==> config.mk <==
export PLATFORM = sky130hd
export DESIGN_NAME = can_id_filter
export DESIGN_NICKNAME = d
export VERILOG_FILES = /design/src/rtl/can_filt_pkg.sv /design/src/rtl/can_filt_regs.sv /design/src/rtl/can_filt_match.sv /design/src/rtl/can_filt_hitq.sv /design/src/rtl/can_id_filter.sv
export SDC_FILE = /design/constraint.sdc
export NUM_CORES = 1
export LEC_CHECK = 0
export ABC_CLOCK_PERIOD_IN_PS = 4050
export BUFFER_PORTS_ARGS = -buffer_cell sky130_fd_sc_hd__buf_2
export CORE_UTILIZATION = 55
export DETAILED_ROUTE_END_ITERATION = 12
export HOLD_SLACK_MARGIN = 0.03
export PLACE_DENSITY_LB_ADDON = 0.05
export SYNTH_ARGS = -nofsm -noshare
export SYNTH_HDL_FRONTEND = slang
export SYNTH_SLANG_ARGS = --single-unit
==> constraint.sdc <==
create_clock -name clk -period 4.05 [get_ports clk]
set_input_delay 1.215 -clock clk [delete_from_list [all_inputs] [get_ports clk]]
set_output_delay 1.215 -clock clk [all_outputs]
set_load 0.01 [all_outputs]
==> src/rtl/can_filt_pkg.sv <==
package can_filt_pkg;

    localparam int NUM_BYTES = 8;
    localparam int ID_BYTES  = 4;
    localparam int HIT_W     = 3;
    localparam int ADDR_W    = 5;

    typedef enum logic [1:0] {
        MODE_WIDE = 2'b00,
        MODE_HALF = 2'b01,
        MODE_BYTE = 2'b10,
        MODE_SHUT = 2'b11
    } filt_mode_e;

    typedef struct packed {
        logic             hit;
        logic [HIT_W-1:0] idx;
    } match_t;

    // register window select, taken from reg_addr[4:3]
    localparam logic [1:0] WIN_CTRL = 2'b00;
    localparam logic [1:0] WIN_CODE = 2'b01;
    localparam logic [1:0] WIN_MASK = 2'b10;

    function automatic logic byte_ok(input logic [7:0] id_b,
                                     input logic [7:0] code_b,
                                     input logic [7:0] mask_b);
        return ((id_b ^ code_b) & ~mask_b) == 8'h00;
    endfunction

    function automatic logic [7:0] id_byte(input logic [ID_BYTES*8-1:0] id,
                                           input int sel);
        return id[ID_BYTES*8-1-8*sel -: 8];
    endfunction

endpackage

==> src/rtl/can_filt_regs.sv <==
module can_filt_regs
    import can_filt_pkg::*;
(
    input  logic                          clk,
    input  logic                          rst,
    input  logic                          wr_en,
    input  logic [ADDR_W-1:0]             addr,
    input  logic [7:0]                    wdata,
    input  logic                          init_req,
    input  logic                          init_ack,
    input  logic [HIT_W-1:0]              hit_idx,
    output filt_mode_e                    mode,
    output logic [NUM_BYTES-1:0][7:0]     code,
    output logic [NUM_BYTES-1:0][7:0]     mask,
    output logic [7:0]                    rdata
);

    logic       cfg_open;
    logic [1:0] win;
    logic [2:0] slot;

    assign cfg_open = init_req & init_ack;
    assign win      = addr[4:3];
    assign slot     = addr[2:0];

    always_ff @(posedge clk) begin
        if (rst) begin
            mode <= MODE_WIDE;
            code <= '0;
            mask <= '0;
        end else if (wr_en && cfg_open) begin
            unique case (win)
                WIN_CTRL: if (slot == 3'd0) mode <= filt_mode_e'(wdata[5:4]);
                WIN_CODE: code[slot] <= wdata;
                WIN_MASK: mask[slot] <= wdata;
                default:  ;
            endcase
        end
    end

    always_comb begin
        unique case (win)
            WIN_CTRL: rdata = (slot == 3'd0) ? {2'b00, mode, 1'b0, hit_idx} : 8'h00;
            WIN_CODE: rdata = code[slot];
            WIN_MASK: rdata = mask[slot];
            default:  rdata = 8'h00;
        endcase
    end

    // configuration frozen outside init
    p_cfg_locked_r9: assert property (@(posedge clk) disable iff (rst)
        !(init_req && init_ack) |=> ($stable(mode) && $stable(code) && $stable(mask)));

endmodule

==> src/rtl/can_filt_match.sv <==
module can_filt_match
    import can_filt_pkg::*;
(
    input  filt_mode_e                    mode,
    input  logic [NUM_BYTES-1:0][7:0]     code,
    input  logic [NUM_BYTES-1:0][7:0]     mask,
    input  logic [ID_BYTES*8-1:0]         id,
    output match_t                        result
);

    logic [NUM_BYTES-1:0]   eq_wide;
    logic [NUM_BYTES-1:0]   eq_half;
    logic [NUM_BYTES-1:0]   eq_byte;
    logic [NUM_BYTES/4-1:0] hit_wide;
    logic [NUM_BYTES/2-1:0] hit_half;
    logic [NUM_BYTES-1:0]   fvec;

    for (genvar b = 0; b < NUM_BYTES; b++) begin : g_bytes
        assign eq_wide[b] = byte_ok(id_byte(id, b % 4), code[b], mask[b]);
        assign eq_half[b] = byte_ok(id_byte(id, b % 2), code[b], mask[b]);
        assign eq_byte[b] = byte_ok(id_byte(id, 0),     code[b], mask[b]);
    end

    for (genvar k = 0; k < NUM_BYTES/4; k++) begin : g_wide
        assign hit_wide[k] = &eq_wide[4*k +: 4];
    end

    for (genvar k = 0; k < NUM_BYTES/2; k++) begin : g_half
        assign hit_half[k] = &eq_half[2*k +: 2];
    end

    always_comb begin
        unique case (mode)
            MODE_WIDE: fvec = {{(NUM_BYTES-NUM_BYTES/4){1'b0}}, hit_wide};
            MODE_HALF: fvec = {{(NUM_BYTES-NUM_BYTES/2){1'b0}}, hit_half};
            MODE_BYTE: fvec = eq_byte;
            default:   fvec = '0;
        endcase
    end

    always_comb begin
        result.hit = |fvec;
        result.idx = '0;
        for (int k = NUM_BYTES-1; k >= 0; k--) begin
            if (fvec[k]) result.idx = HIT_W'(k);
        end
    end

endmodule

==> src/rtl/can_filt_hitq.sv <==
module can_filt_hitq
    import can_filt_pkg::*;
#(
    parameter int DEPTH = 4
) (
    input  logic             clk,
    input  logic             rst,
    input  logic             push,
    input  logic [HIT_W-1:0] push_idx,
    input  logic             pop,
    output logic [HIT_W-1:0] fg_idx
);

    localparam int PTR_W = $clog2(DEPTH);
    localparam int CNT_W = $clog2(DEPTH + 1);

    logic [HIT_W-1:0] slots [DEPTH];
    logic [PTR_W-1:0] rd_ptr, wr_ptr, rd_nxt, wr_nxt;
    logic [CNT_W-1:0] count;
    logic             full, do_pop, do_push;

    assign rd_nxt  = (rd_ptr == PTR_W'(DEPTH-1)) ? '0 : rd_ptr + 1'b1;
    assign wr_nxt  = (wr_ptr == PTR_W'(DEPTH-1)) ? '0 : wr_ptr + 1'b1;
    assign full    = (count == CNT_W'(DEPTH));
    assign do_pop  = pop && (count != '0);
    assign do_push = push && (!full || do_pop);

    always_ff @(posedge clk) begin
        if (do_push) slots[wr_ptr] <= push_idx;
    end

    always_ff @(posedge clk) begin
        if (rst) begin
            rd_ptr <= '0;
            wr_ptr <= '0;
            count  <= '0;
            fg_idx <= '0;
        end else begin
            if (do_push) wr_ptr <= wr_nxt;
            if (do_pop)  rd_ptr <= rd_nxt;
            unique case ({do_push, do_pop})
                2'b10:   count <= count + 1'b1;
                2'b01:   count <= count - 1'b1;
                default: ;
            endcase
            if (do_pop) begin
                if (count >= CNT_W'(2)) fg_idx <= slots[rd_nxt];
                else if (do_push)       fg_idx <= push_idx;
            end else if (do_push && count == '0) begin
                fg_idx <= push_idx;
            end
        end
    end

    // foreground index holds unless a message enters the foreground
    p_fg_hold_r7: assert property (@(posedge clk) disable iff (rst)
        (!pop && !(push && count == '0)) |=> $stable(fg_idx));

    // occupancy never exceeds the depth
    p_no_overflow_r13: assert property (@(posedge clk) disable iff (rst)
        count <= CNT_W'(DEPTH));

    // a full queue without a pop stays full and keeps its write pointer
    p_full_drop_r13: assert property (@(posedge clk) disable iff (rst)
        (full && !pop) |=> ($stable(wr_ptr) && full));

endmodule

==> src/rtl/can_id_filter.sv <==
module can_id_filter
    import can_filt_pkg::*;
#(
    parameter int QUEUE_DEPTH = 4
) (
    input  logic        clk,
    input  logic        rst,
    input  logic        reg_wr_en,
    input  logic [4:0]  reg_addr,
    input  logic [7:0]  reg_wdata,
    output logic [7:0]  reg_rdata,
    input  logic        init_req,
    input  logic        init_ack,
    input  logic        id_valid,
    input  logic [31:0] id_bytes,
    input  logic        fg_shift,
    output logic        accept,
    output logic [2:0]  hit_idx
);

    filt_mode_e                mode;
    logic [NUM_BYTES-1:0][7:0] code;
    logic [NUM_BYTES-1:0][7:0] mask;
    match_t                    res;
    logic                      take;

    can_filt_regs u_regs (
        .clk      (clk),
        .rst      (rst),
        .wr_en    (reg_wr_en),
        .addr     (reg_addr),
        .wdata    (reg_wdata),
        .init_req (init_req),
        .init_ack (init_ack),
        .hit_idx  (hit_idx),
        .mode     (mode),
        .code     (code),
        .mask     (mask),
        .rdata    (reg_rdata)
    );

    can_filt_match u_match (
        .mode   (mode),
        .code   (code),
        .mask   (mask),
        .id     (id_bytes),
        .result (res)
    );

    assign take = id_valid & res.hit;

    can_filt_hitq #(.DEPTH(QUEUE_DEPTH)) u_hitq (
        .clk      (clk),
        .rst      (rst),
        .push     (take),
        .push_idx (res.idx),
        .pop      (fg_shift),
        .fg_idx   (hit_idx)
    );

    always_ff @(posedge clk) begin
        if (rst) accept <= 1'b0;
        else     accept <= take;
    end

    // closed mode never accepts
    p_closed_noacc_r4: assert property (@(posedge clk) disable iff (rst)
        (mode == MODE_SHUT) |=> !accept);

    // accept only follows a strobe
    p_accept_strobe_r5: assert property (@(posedge clk) disable iff (rst)
        !id_valid |=> !accept);

endmodule

Word level (Yosys, flattened, before mapping)
Memory sizes are Yosys's and may differ from the RTL's.
Index checks and enable logic that the tools add are counted.
W data, S select, Z words.

cells by class
  $lt $le $gt $ge = 3
  equality and inequality tests = 10
  reductions and logical operators = 41
  bitwise gates (word level) = 42
  $add $sub $neg = 4
  muxes and demuxes = 28

operators with widths
  operator               number
  $and A8 B8 Y8          16
  $bwmux W64             2
  $logic_not A8 Y1       16
  $xor A8 B8 Y8          16
  $not A8 Y8             8
  $bmux W8 S3            2
  $pmux W8 S3            2
  $mux W3                12
  $demux W8 S3           1
  $mux W8                3
  $reduce_and A2 Y1      7
  $eq A2 B2 Y1 const B   5
  $reduce_and A4 Y1      2
  $reduce_or A8 Y1       1
  $eq A2 B1 Y1 const B   3
  $logic_not A3 Y1       2
  $mux W6                1
  $pmux W3 S2            1
  $logic_and A1 B1 Y1    5
  $add A2 B1 Y2 const B  2
  $logic_not A2 Y1       2
  $lt A3 B4 Y1 const B   1
  $mux W2                2
  $reduce_bool A2 Y1     2
  other kinds (12)       14

storage, ports and cells
  word-level logic and storage cells = 151
  output and inout bits = 12
  memories kept = 1
  bits of input ports = 52
  register bits = 141
  memory bits (writable) = 12

memories
  memory        words  bits a word  rd ports  clocked after memory_dff  write ports  line                 RTL
  u_hitq.slots  4      3            1         0                         1            can_filt_hitq.sv:17  logic [HIT_W-1:0] slots [DEPTH];

Logic depth before layout (Yosys ltp)
Gate-level depths: netlist of the first run.

  word-level depth = 16
  gate-level depth with buffers = 15
  mapped depth without buffers = 14

Cells and area by module
A second synthesis of the first run with hierarchy kept.

unflattened totals
  cells, all modules = 950
  area, all modules = 9105.0 um^2

by module, submodules not included
  module          instances  cells an instance  area an instance (um^2)  sequential area each (um^2)
  can_filt_regs   1          603                6079.6                   2602.5
  can_filt_match  1          260                1968.1                   0.0
  can_filt_hitq   1          84                 1022.2                   560.5
  can_id_filter   1          3                  35.0                     20.0

Least setup slack after synthesis of the first run
Ideal clock, no wire load.

  kind = input-to-reg
  from = in id_bytes[24]
  to = reg u_hitq.count[1]
  buffers on the path = 1
  setup time = 0.116 ns
  path slack = -0.082 ns
  arrival time = 4.016 ns
  data required time = 3.934 ns
  stages = 12
  cells stage by stage = buf_6 > xnor2_1 > o22ai_1 > or4_4 > o41ai_4 > nor4_4 > a21oi_4 > nor2_1 > fa_1 > a2111oi_0 > nor4_1 > o211a_1

between the ends
  word-level cells in the longest chain between the ends = 10
  elaborated cells on any way between the ends = 38
  classes of those cells = eq/ne: 2; mux: 2; bitwise: 17; reduce/logical: 17

ends and longest elaborated chain
  item                                                    line                                        RTL
  start, declared                                         can_id_filter.sv:15                         input logic [31:0] id_bytes,
  $xor A8 B8 Y8                                           can_filt_pkg.sv:28                          return ((id_b ^ code_b) & ~mask_b) == 8'h00;
  $and A8 B8 Y8                                           can_filt_pkg.sv:28
  $logic_not A8 Y1                                        can_filt_pkg.sv:28
  $reduce_and A4 Y1 or $reduce_and A2 Y1 (tied branches)  can_filt_match.sv:25, can_filt_match.sv:29
  $pmux W8 S3 *                                           can_filt_match.sv:33                        unique case (mode)
  $reduce_or A8 Y1 *                                      can_filt_match.sv:42                        result.hit = |fvec;
  $and A1 B1 Y1 *                                         can_id_filter.sv:50                         assign take = id_valid & res.hit;
  $logic_and A1 B1 Y1 *                                   can_filt_hitq.sv:26                         assign do_push = push && (!full || do_pop);
  $eq A2 B1 Y1 or $eq A2 B2 Y1 (tied branches)            can_filt_hitq.sv:41                         unique case ({do_push, do_pop})
  $pmux W3 S2 or $reduce_bool A2 Y1 (tied branches)       n/a
  end signal, assigned                                    can_filt_hitq.sv:42                         2'b10: count <= count + 1'b1;
  end signal, assigned                                    can_filt_hitq.sv:43                         2'b01: count <= count - 1'b1;
  end, declared                                           can_filt_hitq.sv:19                         logic [CNT_W-1:0] count;

Every way passes the cells marked *; elsewhere a longest branch is shown, timed or not.
A chain may end at the register's enable or synchronous reset.

Worst setup path after layout of the first run
  from = in reg_addr[2]
  to = out reg_rdata[5]

between the ends
  word-level cells in the longest chain between the ends = 3
  elaborated cells on any way between the ends = 7
  classes of those cells = mux: 6; reduce/logical: 1

ends and longest elaborated chain
  item                                                         line                 RTL
  start, declared                                              can_id_filter.sv:9   input logic [4:0] reg_addr,
  $bmux W8 S3, or another cell as far along                    can_filt_regs.sv:45  WIN_MASK: rdata = mask[slot];
  $mux W8 (implied by the code), or another cell as far along  can_filt_regs.sv:45
  $pmux W8 S3 *                                                can_filt_regs.sv:42  unique case (win)
  end, declared                                                can_id_filter.sv:11  output logic [7:0] reg_rdata,

Every way passes the cells marked *; elsewhere a longest branch is shown, timed or not. The select of a mux whose other input is x is not followed.

==> out/results.tsv, run 1 <==
metric	value	unit
Power Total	3480	uW
fin. max-slew vios	0	
Net Sw Frac	26.0	%
Synthesized Nets	1178	
gr usage total	42.2	%
Slew headroom	43.6	%
r2r startpoint	u_regs.code[24]$_SDFFE_PP0P_	
Synth Area in Simple Gates	21.0	%
Hold Buf Count CTS	0	
post-synth cell types	56	
P&R area growth vs syn	17.1	%
Placer Congestion	1.13	
Avg Vias per Cell	6.49	
clk slew on worst S/H paths	0.06	ns
Min Clock Period, post-route	4.08	ns
CP startpoint	reg_addr[2]	
DR WL/cell	24.6	um
Cells after DPL	1355	
ys flop type	dfxtp_1	
power per cell area	339	nW/um^2
hold crit path type	flop to flop	
initial DRC count	1264	
Synth area leaders	dfxtp_1 32%, xnor2_1 13%, nand2_1 9.8%	
Cell Int Power	2570	uW
clk_skew	0.00919	ns
io pins	64	
initial antenna violation count	1	
first-pass iteration count of the detailed router	6	
post-synthesis cell area	8750	sq um
cts bufs inserted	17	
HP Start	u_regs.code[35]$_SDFFE_PP0P_	
RSZ-0062 raised after global routing	yes	
critical path arrival	2.86	ns
synthesized-area fraction occupied by xor and xnor cells	12.8	%
Yosys top cell area share	32.3	%
worst hold path depth	2	
post-synth top area cell	dfxtp_1	
largest fanout on the critical path	8	
met3 usage	15.1	%
VDD IR max	357	uV
post-synthesis mux area share	1.93	%
hold endpoint	u_regs.code[35]$_SDFFE_PP0P_	
Seq/Total Area, Yosys	36.4	%
nature of the critical path endpoint	output port	
max frequency	245	MHz
die span in y	128	um
Rows	45	
family with the most delay on the worst path	buffers and inverters	
GR Util met1	53.9	%
Final #Nets	1223	
Port Buffers	63	
Post-Layout Cell Count	1389	
GRT busiest layer	met2	
R2R depth	13	
layout cell share with drive strength beyond 1	16.4	%
static leakage	0.00326	uW
Final Cycle Share	101	%
clk sinks	153	
Flop pwr share	44.0	%
CP max-delay cell	a22oi_1	
combinational power share	9.5	%
grt total ovfl	0	
number of inserted diodes	0	
final worst setup slack	-0.0297	ns
final WL	34200	um
adder-cell area share of the yosys netlist	0.944	%
Die W	128	um
worst path required time	2.83	ns
worst skew pair latency	0.44	ns
violated checks	negative setup slack	
final setup vio count	1	
clk root buf	clkbuf_16	
Syn. warnings	0	
largest net degree at the start of global routing	80	
EDFF count, synth	12	
CP bufs+invs	4	
r2r endpoint	u_hitq.count[1]$_SDFFE_PP0P_	
Critical Path Start Type	input port	
switching power	903	uW
asr flop ratio synth	0	%
DR vias	9017	
synth cell count leaders	229 x nand2_1, 141 x dfxtp_1, 135 x a21oi_1	
main combinational cell family by area after synthesis	compound AO/OA/AOI/OAI gates	
worst slew pin tran	0.839	ns
Initial Util	56.9	%
Max stage delay on crit path	0.33	ns
critical path cell sequence	buf_2 > and3b_1 > buf_12 > buf_4 > a22oi_1 > nand4_1 > a22oi_1 > o22ai_1 > buf_2	
top-count cell post-synth	nand2_1	
M2 GR Usage	64.6	%
CTS tree	done	
CTS H-tree depth	4	
Cells after Synth	1120	
Clk pwr share	46.5	%
area of the die	16400	sq um
FF+latch count, synth	153	
deepest clock path buffer count	2	
core area	15400	sq um
worst reg-to-reg setup slack	0.63	ns
Hold Violations, Final	0	
HPWL after DPL	24900	um
post-route ant nets	0	
drt drc	0	
vias in the first global route	8081	
Compound-Gate Fraction of Synth Area	21.8	%
first-pass GRT wire length	50100	um
max_cap viols	0	
outcome	finished with violations	
synthesized area per cell	7.81	sq um
Setup CP Type	input port to output port	
[sequential cells by signal, summed over array words and instances (netlist names)]
register / flops
u_hitq.wr_ptr: 2
u_regs.mode: 2
u_regs.mask: 64
u_hitq.slots: 12
u_hitq.count: 3
u_regs.code: 64
accept: 1
u_hitq.rd_ptr: 2
u_hitq.fg_idx: 3
[metal layers]
metal  share of wire, %  routed length [um]
met3                 13                4280
met4                4.4                1490
met5              0.038                  13
met2                 44               15000
met1                 39               13400
[what timing repair did]
item                                    CTS  global route
gates cloned                              0             0
resized for setup                         1            14
setup buffers                             0             2
pin swaps                                 0             9
endpoints found under the setup margin    1             7
[worst min-delay path: cells and delay by family (launching register included)]
| kind | cells | cell delay, ns |
|---|---|---|
| DFF | 1 | 0.33 |
| AOI/OAI and AO/OA | 1 | 0.06 |
| and+or+nand+nor | 1 | 0.06 |
[power by group through the flow]
stage                     Clock [uW]  Combinational [uW]  Sequential (uW)
final                           1620                 329             1530
after global routing            1690                 341             1530
after CTS                       1630                 313             1530
after detailed placement           0                 312             1560
after global placement             0                 314             1560
after floorplan                    0                 188             1560
[final cells by class]
| type | instances | area (sq um) |
|---|---|---|
| clock buffers | 18 | 429 |
| clock inverters | 14 | 163 |
| fillers | 1334 | 5130 |
| inverters | 3 | 11.3 |
| multi-input cells | 859 | 5220 |
| flip-flops and latches | 153 | 3180 |
| well taps | 211 | 264 |
| repair buffers | 131 | 970 |
[cells by family after synthesis]
| group | after synthesis |
|---|---|
| buf+inv | 108 |
| simple gates | 407 |
| xor+xnor | 128 |
| flops | 153 |
| fa+ha+maj | 6 |
| mux | 15 |
| compound gates | 303 |
[cells in the final DEF, fill, tap and decap left out, drive strengths merged, types with 12 or more instances in the layout]
cell type	Yosys	routed
xnor2	128	128
edfxtp	12	12
nor2	33	33
nor3	12	12
mux2i	12	12
o22ai	59	59
clkbuf	97	18
dfxtp	141	141
nand3	69	69
nand2	229	229
a22oi	53	53
buf	8	131
a21oi	137	137
nor4	12	12
[how the worst max path moves through the flow]
stage                              endpoint  cells past startpoint  slack (ns)
6_report                       reg_rdata[5]                      9       -0.03
5_1_grt                        reg_rdata[7]                     10       -0.02
4_1_cts                        reg_rdata[0]                      9        0.05
3_5_place_dp   u_hitq.count[1]$_SDFFE_PP0P_                     14       -0.13
3_3_place_gp   u_hitq.count[1]$_SDFFE_PP0P_                     14       -0.07
2_1_floorplan                  reg_rdata[5]                      7      -0.006
[through the flow]
| stage | util [%] | hold WS, ns | setup slack (ns) | TNS [ns] | area [sq um] |
|---|---|---|---|---|---|
| floorplan | - | 0.449 | -0.00631 | -0.0126 | 8760 |
| global placement | 62.2 | 0.465 | -0.0731 | -0.0747 | 9550 |
| detailed placement | 62.2 | 0.467 | -0.128 | -0.133 | 9550 |
| CTS | 66.0 | 0.476 | 0.0542 | 0 | 10200 |
| global route | 66.6 | 0.510 | -0.0198 | -0.0523 | 10200 |
| finish | 66.6 | 0.494 | -0.0297 | -0.0297 | 10200 |
No activity file was read; power rests on OpenSTA's default activity.
==> inputs of run 2 (changes only) <==
- SYNTH_HIERARCHICAL: not set -> 1
==> run 2 against run 1 <==
Effect of this change: the run now ends clean; sequential power is essentially flat; via count shrank 6.0%; clock power about the same; global-route usage fell by 0.40 points; combinational power up 25%; flip-flop and latch count unchanged; worst hold slack better by 0.029 ns; count of clock-buffer cells in the layout up 1; core utilization up 1.0 points; die area increased by 4.0%; first-iteration DRC count is 10% lower; clock skew is 0.0015 ns higher; critical path type unchanged; critical endpoint is now reg_rdata[2]; highest routed layer is now met4.
==> out/results.tsv, run 2 <==
metric	value	unit
Critical Path Start Type	input port	
worst path required time	2.83	ns
Cells after Synth	950	
most frequent cells in the layout	158 x mux2i_1, 152 x nor2_1, 141 x dfxtp_1	
post-synth top area cell	dfxtp_1	
static leakage	0.00400	uW
Cells after DPL	1263	
power per cell area	331	nW/um^2
Min Clock Period, post-route	4.01	ns
drt drc	0	
synthesized area per cell	9.58	sq um
EDFF count, synth	12	
commonest non-fill, non-tap cell in the layout	mux2i_1	
CTS tree	done	
Syn. warnings	6	
Final #Nets	1126	
DR vias	8474	
layout cell share with drive strength beyond 1	21.8	%
VDD IR max	312	uV
Slew headroom	36.1	%
asr flop ratio synth	0	%
nature of the critical path endpoint	output port	
Setup CP Type	input port to output port	
critical path arrival	2.80	ns
max frequency	249	MHz
final core utilization	67.7	%
worst slew pin tran	0.956	ns
vias in the first global route	7982	
clk root buf	clkbuf_16	
cts bufs inserted	17	
final worst setup slack	0.0365	ns
largest fanout on the critical path	14	
Placer Congestion	1.02	
initial DRC count	1132	
grt total ovfl	0	
worst slack, placed	-0.371	ns
core area	16000	sq um
Die W	131	um
clk sinks	153	
FF+latch count, synth	153	
Largest regs	u_regs/code: 64 flops, u_regs/mask: 64 flops, u_hitq/slots: 12 flops	
Placed Area	10200	sq um
synth cell count leaders	158 x mux2i_1, 153 x nor2_1, 141 x dfxtp_1	
first-pass GRT wire length	50400	um
area of the die	17100	sq um
final WL	35200	um
worst reg-to-reg setup slack	0.41	ns
io pins	64	
Post-Layout Cell Count	1296	
initial antenna violation count	0	
hold crit path type	flop to flop	
post-synthesis cell area	9100	sq um
clk slew on worst S/H paths	0.06	ns
worst skew pair latency	0.43	ns
Finished Cell Area	10800	sq um
Yosys top cell area share	31.0	%
die span in y	131	um
final setup vio count	0	
fin. max-slew vios	0	
Port Buffers	63	
post-route ant nets	0	
Initial Util	56.9	%
CTS H-tree depth	4	
Synth area leaders	dfxtp_1 31%, mux2i_1 17%, xnor2_1 11%	
Avg Vias per Cell	6.54	
max_cap viols	0	
largest net degree at the start of global routing	86	
P&R area growth vs syn	19.0	%
post-synth cell types	65	
deepest clock path buffer count	2	
HPWL after DPL	26700	um
Rows	46	
outcome	finished clean	
Synthesized Nets	1009	
Seq/Total Area, Yosys	35.0	%
RSZ-0062 raised after global routing	yes	
first-pass iteration count of the detailed router	6	
clk_skew	0.0107	ns
number of inserted diodes	0	
Hold Violations, Final	0	
Final Cycle Share	99.1	%
ys flop type	dfxtp_1	
DR WL/cell	27.2	um
gr usage total	41.8	%
top-count cell post-synth	mux2i_1	
-- run 2: changes by cell type after synthesis, sizes merged, moves of 21 or more --
| cell | previous run | this run |
|---|---|---|
| buf | 8 | 29 |
| a22oi | 53 | 9 |
| clkbuf | 97 | 32 |
| mux2i | 12 | 158 |
| a21oi | 137 | 13 |
| nand2 | 229 | 23 |
| nor2 | 33 | 153 |
| nand3 | 69 | 8 |
-- run 2: area by class of cell --
| class | count | area, sq um |
|---|---|---|
| Multi-Input combinational cell | 721 | 5600 |
| Fill cell | 1350 | 5170 |
| Sequential cell | 153 | 3180 |
| Timing Repair Buffer | 159 | 1120 |
| Clock buffer | 19 | 433 |
| Tap cell | 216 | 270 |
| Clock inverter | 13 | 163 |
| Inverter | 15 | 56.3 |
-- run 2: power breakdown --
part	switching [uW]	internal [uW]	leakage, uW	total (uW)
combinational	245	166	0.00247	411
sequential	5.37	1520	0.00125	1530
clock	712	928	0.000285	1640
-- run 2: per-layer routing --
layer	up-vias	part of all wire (%)	track usage (%)
li1	3635	-	-
met1	4114	41	56.2
met2	623	44	64.7
met3	102	11	8.71
met4	0	4.3	18.6
met5	-	0	0
-- run 2: kinds of logic after synthesis --
| kind of cell | Yosys count | synth area share (%) |
|---|---|---|
| AO/OA/AOI/OAI | 149 | 12.0 |
| buffers and inverters | 76 | 4.03 |
| multiplexers | 173 | 20.0 |
| AND/OR/NAND/NOR | 262 | 15.4 |
| adder cells (fa/ha/maj) | 7 | 1.04 |
| flip-flops | 153 | 35.0 |
| XOR/XNOR | 130 | 12.6 |
-- run 2: path summary, 6_finish.rpt --
kind | to | start | cells past startpoint
max | reg_rdata[2] | reg_addr[2] | 6
max reg2reg | u_hitq/count[1]$_SDFFE_PP0P_ | u_regs/code[42]$_SDFFE_PP0P_ | 17
min | u_hitq/wr_ptr[1]$_SDFFE_PP0P_ | u_hitq/wr_ptr[1]$_SDFFE_PP0P_ | 2
min reg2reg | u_hitq/wr_ptr[1]$_SDFFE_PP0P_ | u_hitq/wr_ptr[1]$_SDFFE_PP0P_ | 2
-- run 2: metrics by stage --
step / power (uW) / hold slack [ns] / TNS [ns]
final: 3580 / 0.523 / 0
after global routing: 3660 / 0.540 / -0.0264
after CTS: 3570 / 0.517 / 0
after global placement: 1950 / 0.477 / -0.506
after detailed placement: 1950 / 0.499 / -0.905
after floorplan: 1780 / 0.468 / 0
-- run 2: repair_timing --
action                     4_1_cts  5_1_grt
hold buffers                     0        0
setup endpoints to repair        1        8
buffers inserted                 0        1
resized for setup                1       12
pin swaps                        0        3
-- run 2: worst max-delay path, stage by stage --
cell and delay (ns):
buf_4 0.23, nor2b_1 0.41, a221oi_1 0.17, o22ai_1 0.41, a221o_1 0.23, buf_2 0.12
==> inputs of run 3 (changes only) <==
- BUFFER_PORTS_ARGS: -buffer_cell sky130_fd_sc_hd__buf_2 -> not set
- CORE_UTILIZATION: 55 -> 58
- DONT_BUFFER_PORTS: not set -> 1
==> run 3 against run 2 <==
Effect of this change: critical path depth increased by 10; sequential share of layout area increased by 3.1 points; power decreased by 7.4%; count of clock-buffer cells in the layout unchanged; die area decreased by 5.1%; cell count decreased by 11%; global-route usage increased by 0.086 points; first-iteration DRC count decreased by 1.4%; combinational power decreased by 52%; core utilization decreased by 3.5 points; final area decreased by 9.5%; critical path type is now input port to flop; critical endpoint is now u_hitq/count[2]$_SDFFE_PP0P_; highest routed layer unchanged.
==> out/results.tsv, run 3 (same netlist as run 2, synthesis figures left out) <==
metric	value	unit
worst slew pin tran	0.843	ns
core area	15300	sq um
vias in the first global route	7541	
final WL	33200	um
Min Clock Period, post-route	3.80	ns
drt drc	0	
critical path cell sequence	xnor2_1 > o22ai_1 > or4_1 > o41ai_2 > a21o_1 > o2111ai_2 > nand3_1 > and2_1 > o41a_2 > inv_1 > ha_1 > inv_1 > fa_1 > xor2_1 > or3_1 > a21oi_1	
Max stage delay on crit path	0.57	ns
DR WL/cell	28.7	um
Initial Util	59.7	%
postcts setup bufs	0	
largest net degree at the start of global routing	142	
initial antenna violation count	0	
post_cts resized	0	
most frequent cells in the layout	158 x mux2i_1, 153 x nor2_1, 141 x dfxtp_1	
uppermost layer routed	met4	
crit-path most repeated cell	inv_1	
deepest clock path buffer count	2	
fin. max-slew vios	0	
critical path arrival	4.17	ns
Hold Buf Count CTS	0	
Clk pwr share	48.0	%
outcome	finished clean	
die span in y	127	um
Final #Nets	989	
wire length on met1	13300	um
final core utilization	64.2	%
CP max-delay cell	or4_1	
clk root buf	clkbuf_16	
cts bufs inserted	17	
largest fanout on the critical path	4	
grt total ovfl	0	
nature of the critical path endpoint	flop	
Cell Int Power	2500	uW
worst skew pair latency	0.44	ns
first-pass GRT wire length	48800	um
initial DRC count	1116	
max frequency	263	MHz
Largest regs	u_regs/code: 64 flops, u_regs/mask: 64 flops, u_hitq/slots: 12 flops	
final setup vio count	0	
Final Cycle Share	93.8	%
layout cell share with drive strength beyond 1	9.54	%
Slew headroom	43.6	%
Critical Path Start Type	input port	
Met2 Routed Length	14300	um
CP bufs+invs	2	
Placer Congestion	1.02	
post-route ant nets	0	
Die W	127	um
VDD IR max	386	uV
DR vias	7727	
power per cell area	338	nW/um^2
io pins	64	
clk slew on worst S/H paths	0.07	ns
static leakage	0.00332	uW
family with the most delay on the worst path	simple AND/OR/NAND/NOR gates	
Final TNS setup	0	ns
Net Sw Frac	24.5	%
HPWL after DPL	24100	um
worst path required time	4.42	ns
RSZ-0062 raised after global routing	no	
CTS H-tree depth	4	
Setup CP Type	input port to flop	
CTS tree	done	
Flop pwr share	46.1	%
first-pass iteration count of the detailed router	7	
P&R area growth vs syn	7.63	%
max_cap viols	0	
commonest non-fill, non-tap cell in the layout	mux2i_1	
area of the die	16200	sq um
met3 routed WL	4050	um
clk sinks	153	
switching power	813	uW
clk_skew	0.00849	ns
combinational power share	5.9	%
Port Buffers	0	
Rows	45	
Avg Vias per Cell	6.70	
number of inserted diodes	0	
hold crit path type	flop to flop	
Hold Violations, Final	0	
gr usage total	41.9	%
-- run 3: cell types whose count changed in the layout (fill, tap and decap cells not counted), moves of 2 or more --
cell | before | now
clkbuf_4 | 2 | 0
buf_4 | 92 | 22
xnor2_2 | 3 | 1
buf_2 | 59 | 0
buf_12 | 6 | 0
inv_6 | 3 | 5
xnor2_1 | 117 | 119
-- run 3: tightest hold or removal path, delay by kind of cell (launching register included) --
| kind | cells | cell delay, ns |
|---|---|---|
| simple gates | 1 | 0.07 |
| compound gates | 1 | 0.06 |
| flops | 1 | 0.34 |
-- run 3: per-stage QoR --
step / hold WS [ns] / area (sq um) / worst slack, ns / total power, uW / cells
5_1_grt: 0.530 / 9800 / 0.131 / 3390 / 1154
2_1_floorplan: 0.468 / 9100 / 0.00421 / 1780 / 950
3_3_place_gp: 0.475 / 9220 / 0.0458 / 1750 / 1122
4_1_cts: 0.507 / 9800 / 0.326 / 3320 / 1154
3_5_place_dp: 0.499 / 9220 / -0.107 / 1750 / 1122
6_report: 0.508 / 9800 / 0.252 / 3320 / 1154
-- run 3: layout make-up --
| class | instances | area (sq um) |
|---|---|---|
| Clock buffer | 19 | 443 |
| Fill cell | 1256 | 5460 |
| Tap cell | 211 | 264 |
| Timing Repair Buffer | 22 | 165 |
| Inverter | 15 | 56.3 |
| Sequential cell | 153 | 3180 |
| Clock inverter | 13 | 133 |
| Multi-Input combinational cell | 721 | 5560 |
-- run 3: power by group through the flow --
stage	clock (uW)	sequential, uW	combinational (uW)
detailed placement	0	1560	187
global route	1660	1530	205
CTS	1600	1530	189
floorplan	0	1560	222
global placement	0	1560	187
finish	1590	1530	196
-- run 3: final timing paths --
check                           startpoint                            end  slack [ns]  depth (start not counted)
max                           id_bytes[10]   u_hitq/count[2]$_SDFFE_PP0P_        0.25                         16
max reg2reg   u_regs/code[60]$_SDFFE_PP0P_   u_hitq/count[2]$_SDFFE_PP0P_        0.46                         16
min reg2reg  u_hitq/wr_ptr[1]$_SDFFE_PP0P_  u_hitq/wr_ptr[1]$_SDFFE_PP0P_        0.51                          2
min          u_hitq/wr_ptr[1]$_SDFFE_PP0P_  u_hitq/wr_ptr[1]$_SDFFE_PP0P_        0.51                          2
-- run 3: routing by layer --
layer / up-vias / GRT usage (%)
li1: 3362 / -
met1: 3720 / 55.3
met2: 545 / 62.6
met3: 100 / 11.6
met4: 0 / 21.6
met5: - / 0
